[config.mk]
export PLATFORM = sky130hd
export DESIGN_NAME = gate_swap_seq
export DESIGN_NICKNAME = d
export VERILOG_FILES = /design/src/rtl/gswp_pkg.sv /design/src/rtl/gswp_period_ctr.sv /design/src/rtl/gswp_rep_ctr.sv /design/src/rtl/gswp_cascade.sv /design/src/rtl/gate_swap_seq.sv
export SDC_FILE = /design/constraint.sdc
export NUM_CORES = 1
export LEC_CHECK = 0
export ABC_CLOCK_PERIOD_IN_PS = 5400
export BUFFER_PORTS_ARGS = -buffer_cell sky130_fd_sc_hd__buf_4
export CORE_MARGIN = 10
export CORE_UTILIZATION = 45
export CTS_CLUSTER_DIAMETER = 30
export DETAILED_ROUTE_END_ITERATION = 12
export MAX_ROUTING_LAYER = met4
export PLACE_DENSITY = 0.72
export SETUP_SLACK_MARGIN = 0.2
export SYNTH_ARGS = -nofsm -noshare
export SYNTH_HDL_FRONTEND = slang
export SYNTH_HIERARCHICAL = 1
export SYNTH_SLANG_ARGS = --single-unit
[constraint.sdc]
create_clock -name clk -period 5.4 [get_ports clk]
set_input_delay 0.81 -clock clk [delete_from_list [all_inputs] [get_ports clk]]
set_output_delay 0.81 -clock clk [all_outputs]
set_load 0.01 [all_outputs]
[src/rtl/gswp_pkg.sv]
package gswp_pkg;

  typedef enum logic [2:0] {
    ST_IDLE,
    ST_RAMP_UP,
    ST_TRAIN,
    ST_RAMP_DN,
    ST_FINISH
  } seq_state_t;

  // Exchange-gate level for a given position inside one period.
  function automatic logic duty_high(input int unsigned phase,
                                     input int unsigned on_len);
    return phase < on_len;
  endfunction

  // Shuttle line level for a line number, the ramp step index and the state.
  function automatic logic line_level(input int unsigned line,
                                      input int unsigned idx,
                                      input int unsigned nlines,
                                      input seq_state_t  st);
    case (st)
      ST_RAMP_UP: return line <= idx;
      ST_TRAIN:   return 1'b1;
      ST_RAMP_DN: return (line + idx + 1) < nlines;
      default:    return 1'b0;
    endcase
  endfunction

endpackage

[src/rtl/gswp_period_ctr.sv]
module gswp_period_ctr #(
  parameter int A_PERIOD = 256,
  localparam int PW = (A_PERIOD > 1) ? $clog2(A_PERIOD) : 1
) (
  input  logic          clk,
  input  logic          rst,
  input  logic          clr,
  input  logic          en,
  output logic [PW-1:0] phase,
  output logic          wrap
);
  localparam logic [PW-1:0] PH_MAX = PW'(A_PERIOD - 1);

  always_ff @(posedge clk) begin
    if (rst || clr)       phase <= '0;
    else if (en) begin
      if (phase == PH_MAX) phase <= '0;
      else                 phase <= phase + 1'b1;
    end
  end

  assign wrap = en && (phase == PH_MAX);

  // the period restarts from zero after its last cycle
  assert_period_wrap_R3: assert property (@(posedge clk) disable iff (rst)
    (en && !clr && phase == PH_MAX) |=> (phase == '0));

endmodule

[src/rtl/gswp_rep_ctr.sv]
module gswp_rep_ctr #(
  parameter int A_REPS = 24,
  localparam int RW = (A_REPS > 1) ? $clog2(A_REPS) : 1
) (
  input  logic clk,
  input  logic rst,
  input  logic clr,
  input  logic inc,
  output logic last
);
  localparam logic [RW-1:0] REP_MAX = RW'(A_REPS - 1);

  logic [RW-1:0] reps;

  always_ff @(posedge clk) begin
    if (rst || clr) reps <= '0;
    else if (inc)   reps <= last ? '0 : reps + 1'b1;
  end

  assign last = (reps == REP_MAX);

  // the repetition count never passes its final value
  assert_rep_bound_R4: assert property (@(posedge clk) disable iff (rst)
    reps <= REP_MAX);

endmodule

[src/rtl/gswp_cascade.sv]
module gswp_cascade
  import gswp_pkg::*;
#(
  parameter int S_LINES  = 4,
  parameter int STEP_LEN = 4,
  localparam int CW = (STEP_LEN > 1) ? $clog2(STEP_LEN) : 1,
  localparam int IW = (S_LINES > 1) ? $clog2(S_LINES) : 1
) (
  input  logic               clk,
  input  logic               rst,
  input  seq_state_t         st,
  output logic [S_LINES-1:0] s_en,
  output logic               step_last
);
  localparam logic [CW-1:0] CYC_MAX = CW'(STEP_LEN - 1);
  localparam logic [IW-1:0] IDX_MAX = IW'(S_LINES - 1);

  logic [CW-1:0] cyc;
  logic [IW-1:0] idx;
  logic          active;

  assign active = (st == ST_RAMP_UP) || (st == ST_RAMP_DN);

  always_ff @(posedge clk) begin
    if (rst || !active) begin
      cyc <= '0;
      idx <= '0;
    end else if (cyc == CYC_MAX) begin
      cyc <= '0;
      idx <= (idx == IDX_MAX) ? '0 : idx + 1'b1;
    end else begin
      cyc <= cyc + 1'b1;
    end
  end

  assign step_last = active && (cyc == CYC_MAX) && (idx == IDX_MAX);

  for (genvar i = 0; i < S_LINES; i++) begin : g_line
    assign s_en[i] = line_level(i, 32'(idx), S_LINES, st);
  end

  // the shuttle lines move one at a time
  assert_one_line_step_R6: assert property (@(posedge clk) disable iff (rst)
    1'b1 |=> ($countones(s_en ^ $past(s_en)) <= 1));

endmodule

[src/rtl/gate_swap_seq.sv]
module gate_swap_seq
  import gswp_pkg::*;
#(
  parameter int S_LINES  = 4,
  parameter int STEP_LEN = 4,
  parameter int A_PERIOD = 256,
  parameter int A_ON     = 2,
  parameter int A_REPS   = 24,
  localparam int PW = (A_PERIOD > 1) ? $clog2(A_PERIOD) : 1
) (
  input  logic               clk,
  input  logic               rst,
  input  logic               start,
  output logic [S_LINES-1:0] s_en,
  output logic               a_en,
  output logic               done
);
  seq_state_t    st, st_nx;
  logic [PW-1:0] phase;
  logic          wrap, rep_last, step_last, in_train, train_end;

  assign in_train  = (st == ST_TRAIN);
  assign train_end = wrap && rep_last;

  always_comb begin
    st_nx = st;
    case (st)
      ST_IDLE:    if (start)     st_nx = ST_RAMP_UP;
      ST_RAMP_UP: if (step_last) st_nx = ST_TRAIN;
      ST_TRAIN:   if (train_end) st_nx = ST_RAMP_DN;
      ST_RAMP_DN: if (step_last) st_nx = ST_FINISH;
      default:                   st_nx = ST_IDLE;
    endcase
  end

  always_ff @(posedge clk) begin
    if (rst) st <= ST_IDLE;
    else     st <= st_nx;
  end

  gswp_period_ctr #(.A_PERIOD(A_PERIOD)) u_period (
    .clk(clk), .rst(rst), .clr(!in_train), .en(in_train),
    .phase(phase), .wrap(wrap)
  );

  gswp_rep_ctr #(.A_REPS(A_REPS)) u_reps (
    .clk(clk), .rst(rst), .clr(!in_train), .inc(wrap), .last(rep_last)
  );

  gswp_cascade #(.S_LINES(S_LINES), .STEP_LEN(STEP_LEN)) u_cascade (
    .clk(clk), .rst(rst), .st(st), .s_en(s_en), .step_last(step_last)
  );

  assign a_en = in_train && duty_high(32'(phase), A_ON);
  assign done = (st == ST_FINISH);

  // exchange gate only pulses with every shuttle line held on
  assert_a_inside_window_R9: assert property (@(posedge clk) disable iff (rst)
    a_en |-> (&s_en));

  // completion is a single-cycle flag
  assert_done_single_R5: assert property (@(posedge clk) disable iff (rst)
    done |=> !done);

  // completion follows the ramp-down with every line released
  assert_done_after_ramp_R5: assert property (@(posedge clk) disable iff (rst)
    done |-> ($past(st) == ST_RAMP_DN && s_en == '0));

  // reset silences every output on the next cycle
  assert_reset_quiet_R8: assert property (@(posedge clk)
    rst |=> (s_en == '0 && !a_en && !done));

endmodule

### After elaboration in Yosys (flattened, before gate mapping)

Index checks and enable logic that the tools add are counted.

* output and inout port bits: 6
* register bits: 20
* input bits: 3
* logic and storage cells: 61

* add/subtract/negate cells: 10
* order comparisons: 8
* reduce and logical (&&, ||, !) cells: 14
* muxes and demuxes: 12
* equality and inequality tests: 12

Operator list (number)
* < comparator 32 x 3 -> 1 bit, second input constant: 4
* adder 32 x 1 -> 32 bit, second input constant: 3
* two-way mux 3 bit: 4
* case mux 3 bit (4 select lines): 1
* case mux 1 bit (3 select lines): 3
* adder 8 x 1 -> 8 bit, second input constant: 1
* == test 8 bit, second input constant: 1
* < comparator 8 x 2 -> 1 bit, second input constant: 1
* two-way mux 8 bit: 1
* adder 2 x 2 -> 3 bit, first input constant: 2
* == test 3 x 2 -> 1 bit, second input constant: 2
* != test 2 bit, second input constant: 3
* adder 5 x 1 -> 5 bit, second input constant: 1
* == test 5 bit, second input constant: 1
* logical AND 1 bit: 5
* two-way mux 5 bit: 1
* adder 2 x 1 -> 2 bit, second input constant: 2
* == test 2 bit, second input constant: 2
* <= comparator 2 bit, first input constant: 2
* AND reduction 4 bit: 1
* OR reduction 2 bit: 2
* adder 2 x 1 -> 3 bit, second input constant: 1
* == test 3 x 1 -> 1 bit, second input constant: 1
* == test 3 bit, second input constant: 1
* other kinds (7): 10

### Logic depth before layout (Yosys ltp)

Gate-level depths: netlist of the first run.

* depth in word-level cells: 6
* gate-level depth with buffers: 7
* depth with buffers taken out: 7

### By module

Netlist of the first run, hierarchy kept.

Modules (own cells, without submodules)
* gswp_period_ctr: times used 1, cells an instance 46, area an instance 394.1 um2
* gswp_cascade: times used 1, cells an instance 39, area an instance 321.6 um2
* gswp_rep_ctr: times used 1, cells an instance 24, area an instance 237.7 um2
* gate_swap_seq: times used 1, cells an instance 19, area an instance 171.4 um2

### Worst setup path after synthesis of the first run

Ideal clock, no wire load.

* path kind: register to output
* start point: register u_cascade.idx[0]
* end point: output s_en[1]
* cell stages (with the launch flop): 6
* setup slack: 3.435 ns
* arrival time: 1.155 ns
* data required time: 4.590 ns
* path buffers: 0
* path through: dfxtp_1 inv_1 ha_1 nand3b_1 nand3_1 a21oi_1

* word-level cells in the longest chain between the ends: 4

Ends and longest elaborated chain
* start: declaration: RTL line gswp_cascade.sv:19 `logic [IW-1:0] idx;`
* start signal: assignment: RTL line gswp_cascade.sv:30 `idx <= (idx == IDX_MAX) ? '0 : idx + 1'b1;`
* adder 2 x 1 -> 3 bit: RTL line gswp_pkg.sv:25 `ST_RAMP_DN: return (line + idx + 1) < nlines;`
* adder 32 x 1 -> 32 bit: RTL line gswp_pkg.sv:25
* < comparator 32 x 3 -> 1 bit: RTL line gswp_pkg.sv:25
* case mux 1 bit (3 select lines) (*): RTL line gswp_pkg.sv:22 `case (st)`
* end: declaration: RTL line gate_swap_seq.sv:14 `output logic [S_LINES-1:0] s_en,`

Every way passes the cells marked *; elsewhere a longest branch is shown, timed or not.

### Worst setup path after layout of the first run

* start point: register st[1]
* end point: output a_en

* word-level cells in the longest chain between the ends: 2

Ends and longest elaborated chain
* start: declaration: RTL line gate_swap_seq.sv:18 `seq_state_t st, st_nx;`
* start signal: assignment: RTL line gate_swap_seq.sv:38 `else st <= st_nx;`
* == test 3 x 2 -> 1 bit: RTL line gate_swap_seq.sv:22 `assign in_train = (st == ST_TRAIN);`
* named net in_train: RTL line gate_swap_seq.sv:20 `logic wrap, rep_last, step_last, in_train, train_end;`
* logical AND 1 bit: RTL line gate_swap_seq.sv:54 `assign a_en = in_train && duty_high(32'(phase), A_ON);`
* end: declaration: RTL line gate_swap_seq.sv:15 `output logic a_en,`

The timed path passes the listed nets, and every way through them passes these cells.

==> results.yml, run 1 <==
outcome:
  outcome: "finished clean"
timing:
  setup_tns_ns: 0
  achievable-frequency_ghz: 0.388
  clock-skew-final_ns: 0.0123
  timing.final.setup_violations: 0
  grt_setup_unrepaired: "false"
  timing.slew.headroom_pct: 61.8
  timing_max_transition_violations_final: 0
  period_share_pct: 47.7
  fin_crit_ns: 2.58
  tightest_slew_ns: 0.571
  hold-worst-slack_ns: 0.438
  timing_hold_violations_final: 0
synthesis:
  synth.largest_area_cell: "sky130_fd_sc_hd__dfxtp_1"
  netlist_area_um2: 1120
  synth-edff-count: 0
  synth_most_common_cell: "sky130_fd_sc_hd__dfxtp_1"
  async_reset_ff_share_pct: 0
  synth_seq_cells: 20
  synth.yosys.seq_area_share_pct: 35.6
  syn-num-nets: 139
  synth_warnings: 6
  post_synth_main_area_contributors: "sky130_fd_sc_hd__dfxtp_1 (36%), sky130_fd_sc_hd__ha_1 (8.9%), sky130_fd_sc_hd__mux2i_1 (5.3%)"
  syn-mean-instance-area_um2: 8.79
  post_synth_num_cell_types: 37
  ys_top_cells_by_count: "sky130_fd_sc_hd__dfxtp_1 (20), sky130_fd_sc_hd__nor2_1 (14), sky130_fd_sc_hd__nand3_1 (9)"
  synthDominantCellAreaShare_pct: 35.6
  synth_top_flop_cell: "sky130_fd_sc_hd__dfxtp_1"
  synth_cells: 128
clock_network:
  clock_tree_from_tritoncts: "done"
  clk_pin_slew_worst_paths_ns: 0.11
  postCtsSetupRepairBufs: 0
  total_of_cells_resized_after_clock_tree_synthesis: 0
  clock_latency_late_sink_ns: 0.30
  cell_at_the_root_of_the_clock_tree: "sky130_fd_sc_hd__clkbuf_4"
  cts_inserted_buffers: 3
  htreeDepth: 1
  clock_tree.buffer_depth: 2
  numClockSinks: 20
  post_cts_hold_buffer_count: 0
route:
  final_wl_um: 2000
  drc: 0
  drt-pass1-iter-count: 4
  drt_iter0_drc: 61
  routed_via_count: 887
  route.detailed.vias_per_inst: 5.28
  drtAntennaViolNets: 0
  post_drt_wl_per_cell_um: 11.9
floorplanning:
  i_o_pins: 9
  die_height_um: 70.0
  initial_utilization_pct: 46.2
  die-area_um2: 4900
  core.rowCount: 18
  die_w_um: 70.0
  coreArea_um2: 2430
global_route:
  groute.layer.met2.usage_pct: 14.4
  groute.layer.met3.usage_pct: 2.97
  grt_first_pass_wirelength_um: 3420
  number_of_global_route_vias_before_repair: 808
  grt_most_used_layer: "met2"
  gr-total-overflow: 0
  grt_start_max_net_pins: 14
  global_route.usage.met1_pct: 8.58
  grt_antenna_before_repair: 0
  gr-usage-all-layers_pct: 8.23
power_and_ir_drop:
  design_power_total_mw: 0.277
  power.density_nw_per_um2: 219
  vdd.ir_drop.worst_mv: 0.240
  p_leak_nw: 0.470
critical_path:
  slowest_delay_ns: 0.56
  crit_required_ns: 4.59
  worst_setup_path_end_kind: "output port"
  start_kind: "flip-flop"
  buffering_stage_count_on_the_worst_path_with_inverters_included: 1
  critPathArrivalTime_ns: 1.77
  setup.worst_path.class: "reg -> out"
  critical-path-slowest-cell: "sky130_fd_sc_hd__nor3b_2"
  worstPathCellList: "nor3b_2 > and3_1 > buf_4"
  critical_path.max_fanout: 13
  worst_path_dominant_cell_family: "simple AND/OR/NAND/NOR gates"
flow_run:
  max-cap-violations: 0
layout:
  layout.core_utilization_pct: 52.0
  num_antenna_cells: 0
  finish.net_count: 150
  final_layout_size_suffix_gt1_share_pct: 15.9
  areaGrowthSynthToFinish_pct: 12.3
hold_path:
  hold_path.class: "reg -> reg"
placed_design:
  portBuffers: 8
  finalWeightedCongestion: 0.834
  hpwl_um: 1540
cells in the final DEF (no fill, tap or decap), types with 5 or more instances in the layout:
cell type and count:
sky130_fd_sc_hd__buf_4 8, sky130_fd_sc_hd__nand3_1 9, sky130_fd_sc_hd__xor2_1 5, sky130_fd_sc_hd__inv_1 5
sky130_fd_sc_hd__mux2i_1 6, sky130_fd_sc_hd__nor2_1 14, sky130_fd_sc_hd__a21oi_1 8, sky130_fd_sc_hd__dfxtp_1 20
sky130_fd_sc_hd__nor3_1 8, sky130_fd_sc_hd__ha_1 8
sequential cells by signal (all words and copies together), names as in the netlist:
name / cells
u_period/phase: 8
u_reps/reps: 5
u_cascade/idx: 2
u_cascade/cyc: 2
st: 3
worst paths after layout:
check              startpoint               end  slack, ns  depth (start not counted)
min reg2reg  u_cascade/cyc[0]  u_cascade/cyc[0]       0.44                          1
min          u_cascade/cyc[0]  u_cascade/cyc[0]       0.44                          1
max reg2reg             st[1]    u_reps/reps[3]       3.14                          6
max                     st[1]              a_en       2.82                          3
layer usage:
metal / share of wire [%] / routed length [um]
met1: 46 / 926
met2: 51 / 1010
met3: 2.4 / 49
met4: 0.65 / 13
met5: 0 / 0
power breakdown:
group,internal [mW],leakage (nW),switching (mW),total [mW]
clock,0.0750,0.0279,0.0434,0.118
sequential,0.149,0.162,0.00190,0.150
combinational,0.00395,0.280,0.00386,0.00781
area by class of cell:
class,instances,area (um2)
Clock buffer,3,22.5
Clock inverter,1,30.0
Fill cell,222,1170
Inverter,6,22.5
Multi-Input combinational cell,100,691
Sequential cell,20,400
Tap cell,30,37.5
Timing Repair Buffer,8,60.1
stage by stage:
stage / instances / setup slack, ns / area, um2
after floorplan: 128 / 3.44 / 1120
after global placement: 164 / 3.22 / 1210
after detailed placement: 164 / 3.17 / 1210
after CTS: 168 / 2.83 / 1260
after global routing: 168 / 2.67 / 1260
final: 168 / 2.82 / 1260
logic make-up (layout without fill, tap and decap cells):
family / count (synthesis) / after routing / synth area share, %
AND/OR/NAND/NOR: 61 / 61 / 31.3
multiplexers: 6 / 6 / 5.34
buffers and inverters: 8 / 18 / 3.00
XOR/XNOR: 7 / 7 / 5.45
adder cells (fa/ha/maj): 8 / 8 / 8.90
AO/OA/AOI/OAI: 18 / 18 / 10.5
flip-flops: 20 / 20 / 35.6
Note: power is estimated with default switching activity, not from simulation.
==> run 2: changes to the inputs <==
Settings changed: ABC_CLOCK_PERIOD_IN_PS 5400 to 2200, PLACE_DENSITY 0.72 to 0.74.
Clock period 5.4 ns to 2.2 ns, I/O delays scaled along.
==> run 2 against run 1 <==
Net effect:
- register-to-register slack lost 2.8 ns
- critical path depth grew 3
- non-clock buffer count grew 1
- setup slack lost 2.6 ns
- critical path type unchanged
- largest cell class unchanged
==> results.yml, run 2 (synthesis gave the netlist of run 1 again) <==
layout:
  num_antenna_cells: 0
  most-common-layout-cells: "sky130_fd_sc_hd__dfxtp_1 (17), sky130_fd_sc_hd__nor2_1 (13), sky130_fd_sc_hd__nand3_1 (9), sky130_fd_sc_hd__buf_4 (9)"
  largest_register: "u_period/phase"
  final_layout_size_suffix_gt1_share_pct: 20.1
  areaGrowthSynthToFinish_pct: 12.7
  most_common_cell_after_layout_fill_and_taps_aside: "sky130_fd_sc_hd__dfxtp_1"
  post_layout_instance_area_um2: 1270
  finish.net_count: 151
  largest_register_ffs: 8
  reg_top3: "u_period/phase x8, u_reps/reps x5, st x3"
  filler_cell_count: 237
critical_path:
  ff2ff_path_depth: 7
  start_kind: "flip-flop"
  crit_required_ns: 1.87
  startpoint: "u_cascade/idx[0]"
  critPathArrivalTime_ns: 1.60
  r2r_slack_ns: 0.38
  critical_path.reg2reg.startpoint: "u_period/phase[0]"
  setup.worst_path.class: "reg -> out"
  critical_path.reg2reg.endpoint: "u_reps/reps[3]"
  worst_setup_path_end_kind: "output port"
  critical_path.max_fanout: 6
  setup.worst_path.end: "s_en[1]"
clock_network:
  cts_inserted_buffers: 3
  clock_tree_from_tritoncts: "done"
  numClockSinks: 20
  clock_latency_late_sink_ns: 0.31
  htreeDepth: 1
  clock_tree.buffer_depth: 2
  clk_pin_slew_worst_paths_ns: 0.11
  cell_at_the_root_of_the_clock_tree: "sky130_fd_sc_hd__clkbuf_4"
route:
  routed_via_count: 955
  route.detailed.vias_per_inst: 5.65
  drt_iter0_drc: 66
  drc: 0
  final_wl_um: 2270
  drt-pass1-iter-count: 4
  post_drt_wl_per_cell_um: 13.4
  drtAntennaViolNets: 0
global_route:
  grt_start_max_net_pins: 14
  grt_antenna_before_repair: 0
  number_of_global_route_vias_before_repair: 876
  gr-usage-all-layers_pct: 9.28
  gr-total-overflow: 0
  global_route.usage.met1_pct: 8.81
  groute.layer.met3.usage_pct: 2.68
  groute.layer.met2.usage_pct: 14.8
  grt_first_pass_wirelength_um: 3690
  grt_most_used_layer: "met2"
timing:
  timing_hold_violations_final: 0
  grt_setup_unrepaired: "false"
  clock-skew-final_ns: 0.00313
  timing_max_transition_violations_final: 0
  fin_crit_ns: 1.93
  setup_tns_ns: 0
  tightest_slew_ns: 0.476
  period_share_pct: 87.8
  achievable-frequency_ghz: 0.518
  timing.slew.headroom_pct: 68.0
  timing.final.setup_violations: 0
placed_design:
  hpwl_um: 1670
  placed_area_um2: 1220
  portBuffers: 8
  finalWeightedCongestion: 0.871
floorplanning:
  coreArea_um2: 2430
  die_w_um: 70.0
  initial_utilization_pct: 46.2
  i_o_pins: 9
  die_height_um: 70.0
  die-area_um2: 4900
  core.rowCount: 18
hold_path:
  hold_path.class: "in -> reg"
power_and_ir_drop:
  clkPwrFrac_pct: 35.9
  vdd.ir_drop.worst_mv: 0.539
  p_leak_nw: 0.470
  power.density_nw_per_um2: 477
  net_sw_share_pct: 21.5
  power_frac_comb_pct: 3.2
  p_int_mw: 0.474
  pwr-share-seq_pct: 60.9
  power.net_switching_mw: 0.130
outcome:
  outcome: "finished clean"
flow_run:
  max-cap-violations: 0
## run 2: layout make-up
class                           count  area [um2]  share of cell area, %
Clock buffer                        4        36.3                   2.86
Inverter                            6        22.5                   1.78
Multi-Input combinational cell    100         697                   55.0
Sequential cell                    20         407                   32.1
Tap cell                           30        37.5                   2.96
Timing Repair Buffer                9        67.6                   5.33
## run 2: worst max-delay path, stage by stage (launching register included)
cell	delay [ns]
sky130_fd_sc_hd__dfxtp_4	0.39
sky130_fd_sc_hd__inv_1	0.08
sky130_fd_sc_hd__ha_1	0.31
sky130_fd_sc_hd__nand3b_1	0.11
sky130_fd_sc_hd__nand3_1	0.12
sky130_fd_sc_hd__a21oi_2	0.16
sky130_fd_sc_hd__buf_4	0.13
## run 2: metrics by stage
stage,setup WS (ns),util (%),cells,power (mW),hold WS (ns)
2_1_floorplan,0.438,-,128,0.387,0.395
4_1_cts,0.209,51.6,169,0.613,0.240
3_5_place_dp,0.302,50.1,165,0.397,0.426
3_3_place_gp,0.372,50.1,165,0.397,0.413
5_1_grt,0.191,52.1,169,0.625,0.246
6_report,0.269,52.1,169,0.604,0.246
## run 2: repair_timing
item / CTS / global route
resized for setup: 1 / 5
endpoints found under the setup margin: 1 / 8
buffers inserted: 0 / 0
hold buffers: 0 / 0
pin swaps: 0 / 0
endpoints found under the hold margin: 0 / 0
## run 2: worst min-delay path by stage
stage | start | endpoint | slack, ns | cells past startpoint
floorplan | rst | st[1] | 0.39 | 1
global placement | u_cascade/cyc[0] | u_cascade/cyc[0] | 0.41 | 1
detailed placement | u_cascade/cyc[0] | u_cascade/cyc[0] | 0.43 | 1
CTS | rst | st[1] | 0.24 | 2
global route | rst | st[1] | 0.25 | 2
finish | rst | st[1] | 0.25 | 2
## run 2: per-layer routing
layer / up-vias / part of all wire, %
li1: 479 / -
met1: 442 / 42
met2: 24 / 48
met3: 10 / 4.7
met4: 0 / 4.8
met5: - / 0
## run 2: power groups by stage
stage                     logic, mW  clock network (mW)  registers, mW
final                        0.0194               0.217          0.368
after global routing         0.0217               0.234          0.369
after CTS                    0.0197               0.224          0.369
after detailed placement     0.0197                   0          0.378
after global placement       0.0192                   0          0.378
after floorplan              0.0106                   0          0.377
==> run 3: changes to the inputs <==
Settings changed: CORE_UTILIZATION 45 to 52, PLACE_DENSITY 0.74 to 0.82.
==> run 3 against run 2 <==
Net effect:
- non-clock buffer count did not move
- combinational power barely moved
- final area fell by 1.9%
- register-to-register slack improved by 0.03 ns
- wire length fell by 7.0%
- via count fell by 2.5%
- hold slack improved by 0.018 ns
- largest cell class unchanged
==> results.yml, run 3 (synthesis gave the netlist of run 1 again) <==
critical_path:
  worstPathCellList: "inv_1 > ha_1 > nand3b_1 > nand3_1 > a21oi_1 > buf_4"
  critPathArrivalTime_ns: 1.57
  critical-path-slowest-cell: "sky130_fd_sc_hd__dfxtp_2"
  slowest_delay_ns: 0.40
  start_kind: "flip-flop"
  worst_setup_path_end_kind: "output port"
  critical_path.max_fanout: 6
  crit_required_ns: 1.87
  buffering_stage_count_on_the_worst_path_with_inverters_included: 2
  setup.worst_path.class: "reg -> out"
  worst_path_dominant_cell_family: "flip-flops"
floorplanning:
  i_o_pins: 9
  initial_utilization_pct: 56.2
  die_height_um: 66.5
  die_w_um: 66.5
  coreArea_um2: 2000
  core.rowCount: 16
  die-area_um2: 4420
timing:
  achievable-frequency_ghz: 0.526
  clock-skew-final_ns: 0.00628
  setup_tns_ns: 0
  timing_max_transition_violations_final: 0
  fin_crit_ns: 1.90
  tightest_slew_ns: 0.417
  timing.slew.headroom_pct: 72.0
  timing_hold_violations_final: 0
  timing.final.setup_violations: 0
  grt_setup_unrepaired: "false"
  period_share_pct: 86.4
route:
  post_drt_wl_per_cell_um: 12.8
  final_wl_um: 2110
  drc: 0
  route.detailed.vias_per_inst: 5.64
  drt-pass1-iter-count: 4
  drtAntennaViolNets: 0
  routed_via_count: 931
  drt_iter0_drc: 44
global_route:
  number_of_global_route_vias_before_repair: 845
  grt_start_max_net_pins: 14
  grt_first_pass_wirelength_um: 3720
  gr-usage-all-layers_pct: 10.8
  grt_antenna_before_repair: 0
  gr-total-overflow: 0
clock_network:
  clock_latency_late_sink_ns: 0.30
  post_cts_hold_buffer_count: 0
  cell_at_the_root_of_the_clock_tree: "sky130_fd_sc_hd__clkbuf_4"
  cts_inserted_buffers: 3
  clock_tree_from_tritoncts: "done"
  clk_pin_slew_worst_paths_ns: 0.10
  htreeDepth: 1
  total_of_cells_resized_after_clock_tree_synthesis: 0
  postCtsSetupRepairBufs: 0
  numClockSinks: 20
  clock_tree.buffer_depth: 2
layout:
  largest_register_ffs: 8
  most-common-layout-cells: "sky130_fd_sc_hd__dfxtp_1 (17), sky130_fd_sc_hd__nor2_1 (13), sky130_fd_sc_hd__nand3_1 (9), sky130_fd_sc_hd__buf_4 (9)"
  final_layout_size_suffix_gt1_share_pct: 18.8
  layout.core_utilization_pct: 62.1
  reg_top3: "u_period/phase x8, u_reps/reps x5, st x3"
  finish.net_count: 151
  most_common_cell_after_layout_fill_and_taps_aside: "sky130_fd_sc_hd__dfxtp_1"
  areaGrowthSynthToFinish_pct: 10.6
  largest_register: "u_period/phase"
  num_antenna_cells: 0
placed_design:
  portBuffers: 8
  hpwl_um: 1610
  finalWeightedCongestion: 0.842
outcome:
  outcome: "finished clean"
hold_path:
  hold_path.class: "in -> reg"
power_and_ir_drop:
  power.density_nw_per_um2: 448
  design_power_total_mw: 0.557
  vdd.ir_drop.worst_mv: 0.428
  p_leak_nw: 0.463
flow_run:
  max-cap-violations: 0
run 3: path summary, 6_finish.rpt:
check | startpoint | to | slack, ns | cells after the start
max | u_cascade/idx[0] | s_en[1] | 0.30 | 6
min | rst | st[1] | 0.26 | 2
max reg2reg | u_period/phase[0] | u_reps/reps[3] | 0.41 | 7
min reg2reg | u_cascade/cyc[0] | u_cascade/cyc[0] | 0.44 | 1
run 3: power by group:
part	switching, mW	internal (mW)	total (mW)	leakage, nW
combinational	0.00960	0.00976	0.0194	0.286
sequential	0.00468	0.364	0.369	0.163
clock	0.104	0.0639	0.168	0.0138
total	0.119	0.438	0.557	0.463
run 3: layer usage:
| metal | track usage (%) | share of wire (%) |
|---|---|---|
| met4 | 4.97 | 1.2 |
| met1 | 12.4 | 47 |
| met3 | 3.85 | 3.2 |
| met5 | - | 0 |
| met2 | 16.5 | 48 |
run 3: per-stage QoR:
stage               instances  setup slack (ns)  area (um2)  hold WS (ns)
finish                    165             0.300        1240         0.263
global route              165             0.199        1240         0.255
CTS                       165             0.215        1240         0.258
detailed placement        162             0.270        1210         0.437
global placement          162             0.407        1210         0.412
floorplan                 128             0.438        1120         0.395
run 3: area by class of cell:
class	instances	area (um2)
Clock buffer	3	22.5
Multi-Input combinational cell	100	693
Tap cell	27	33.8
Sequential cell	20	404
Inverter	6	22.5
Fill cell	184	758
Timing Repair Buffer	9	67.6
run 3: worst register-to-register path: cells and delay by family, from the launching register on:
family                   cells  cell delay, ns
multiplexers                 1            0.18
flip-flops                   1            0.39
AND/OR/NAND/NOR              5            0.91
adder cells (fa/ha/maj)      1            0.20
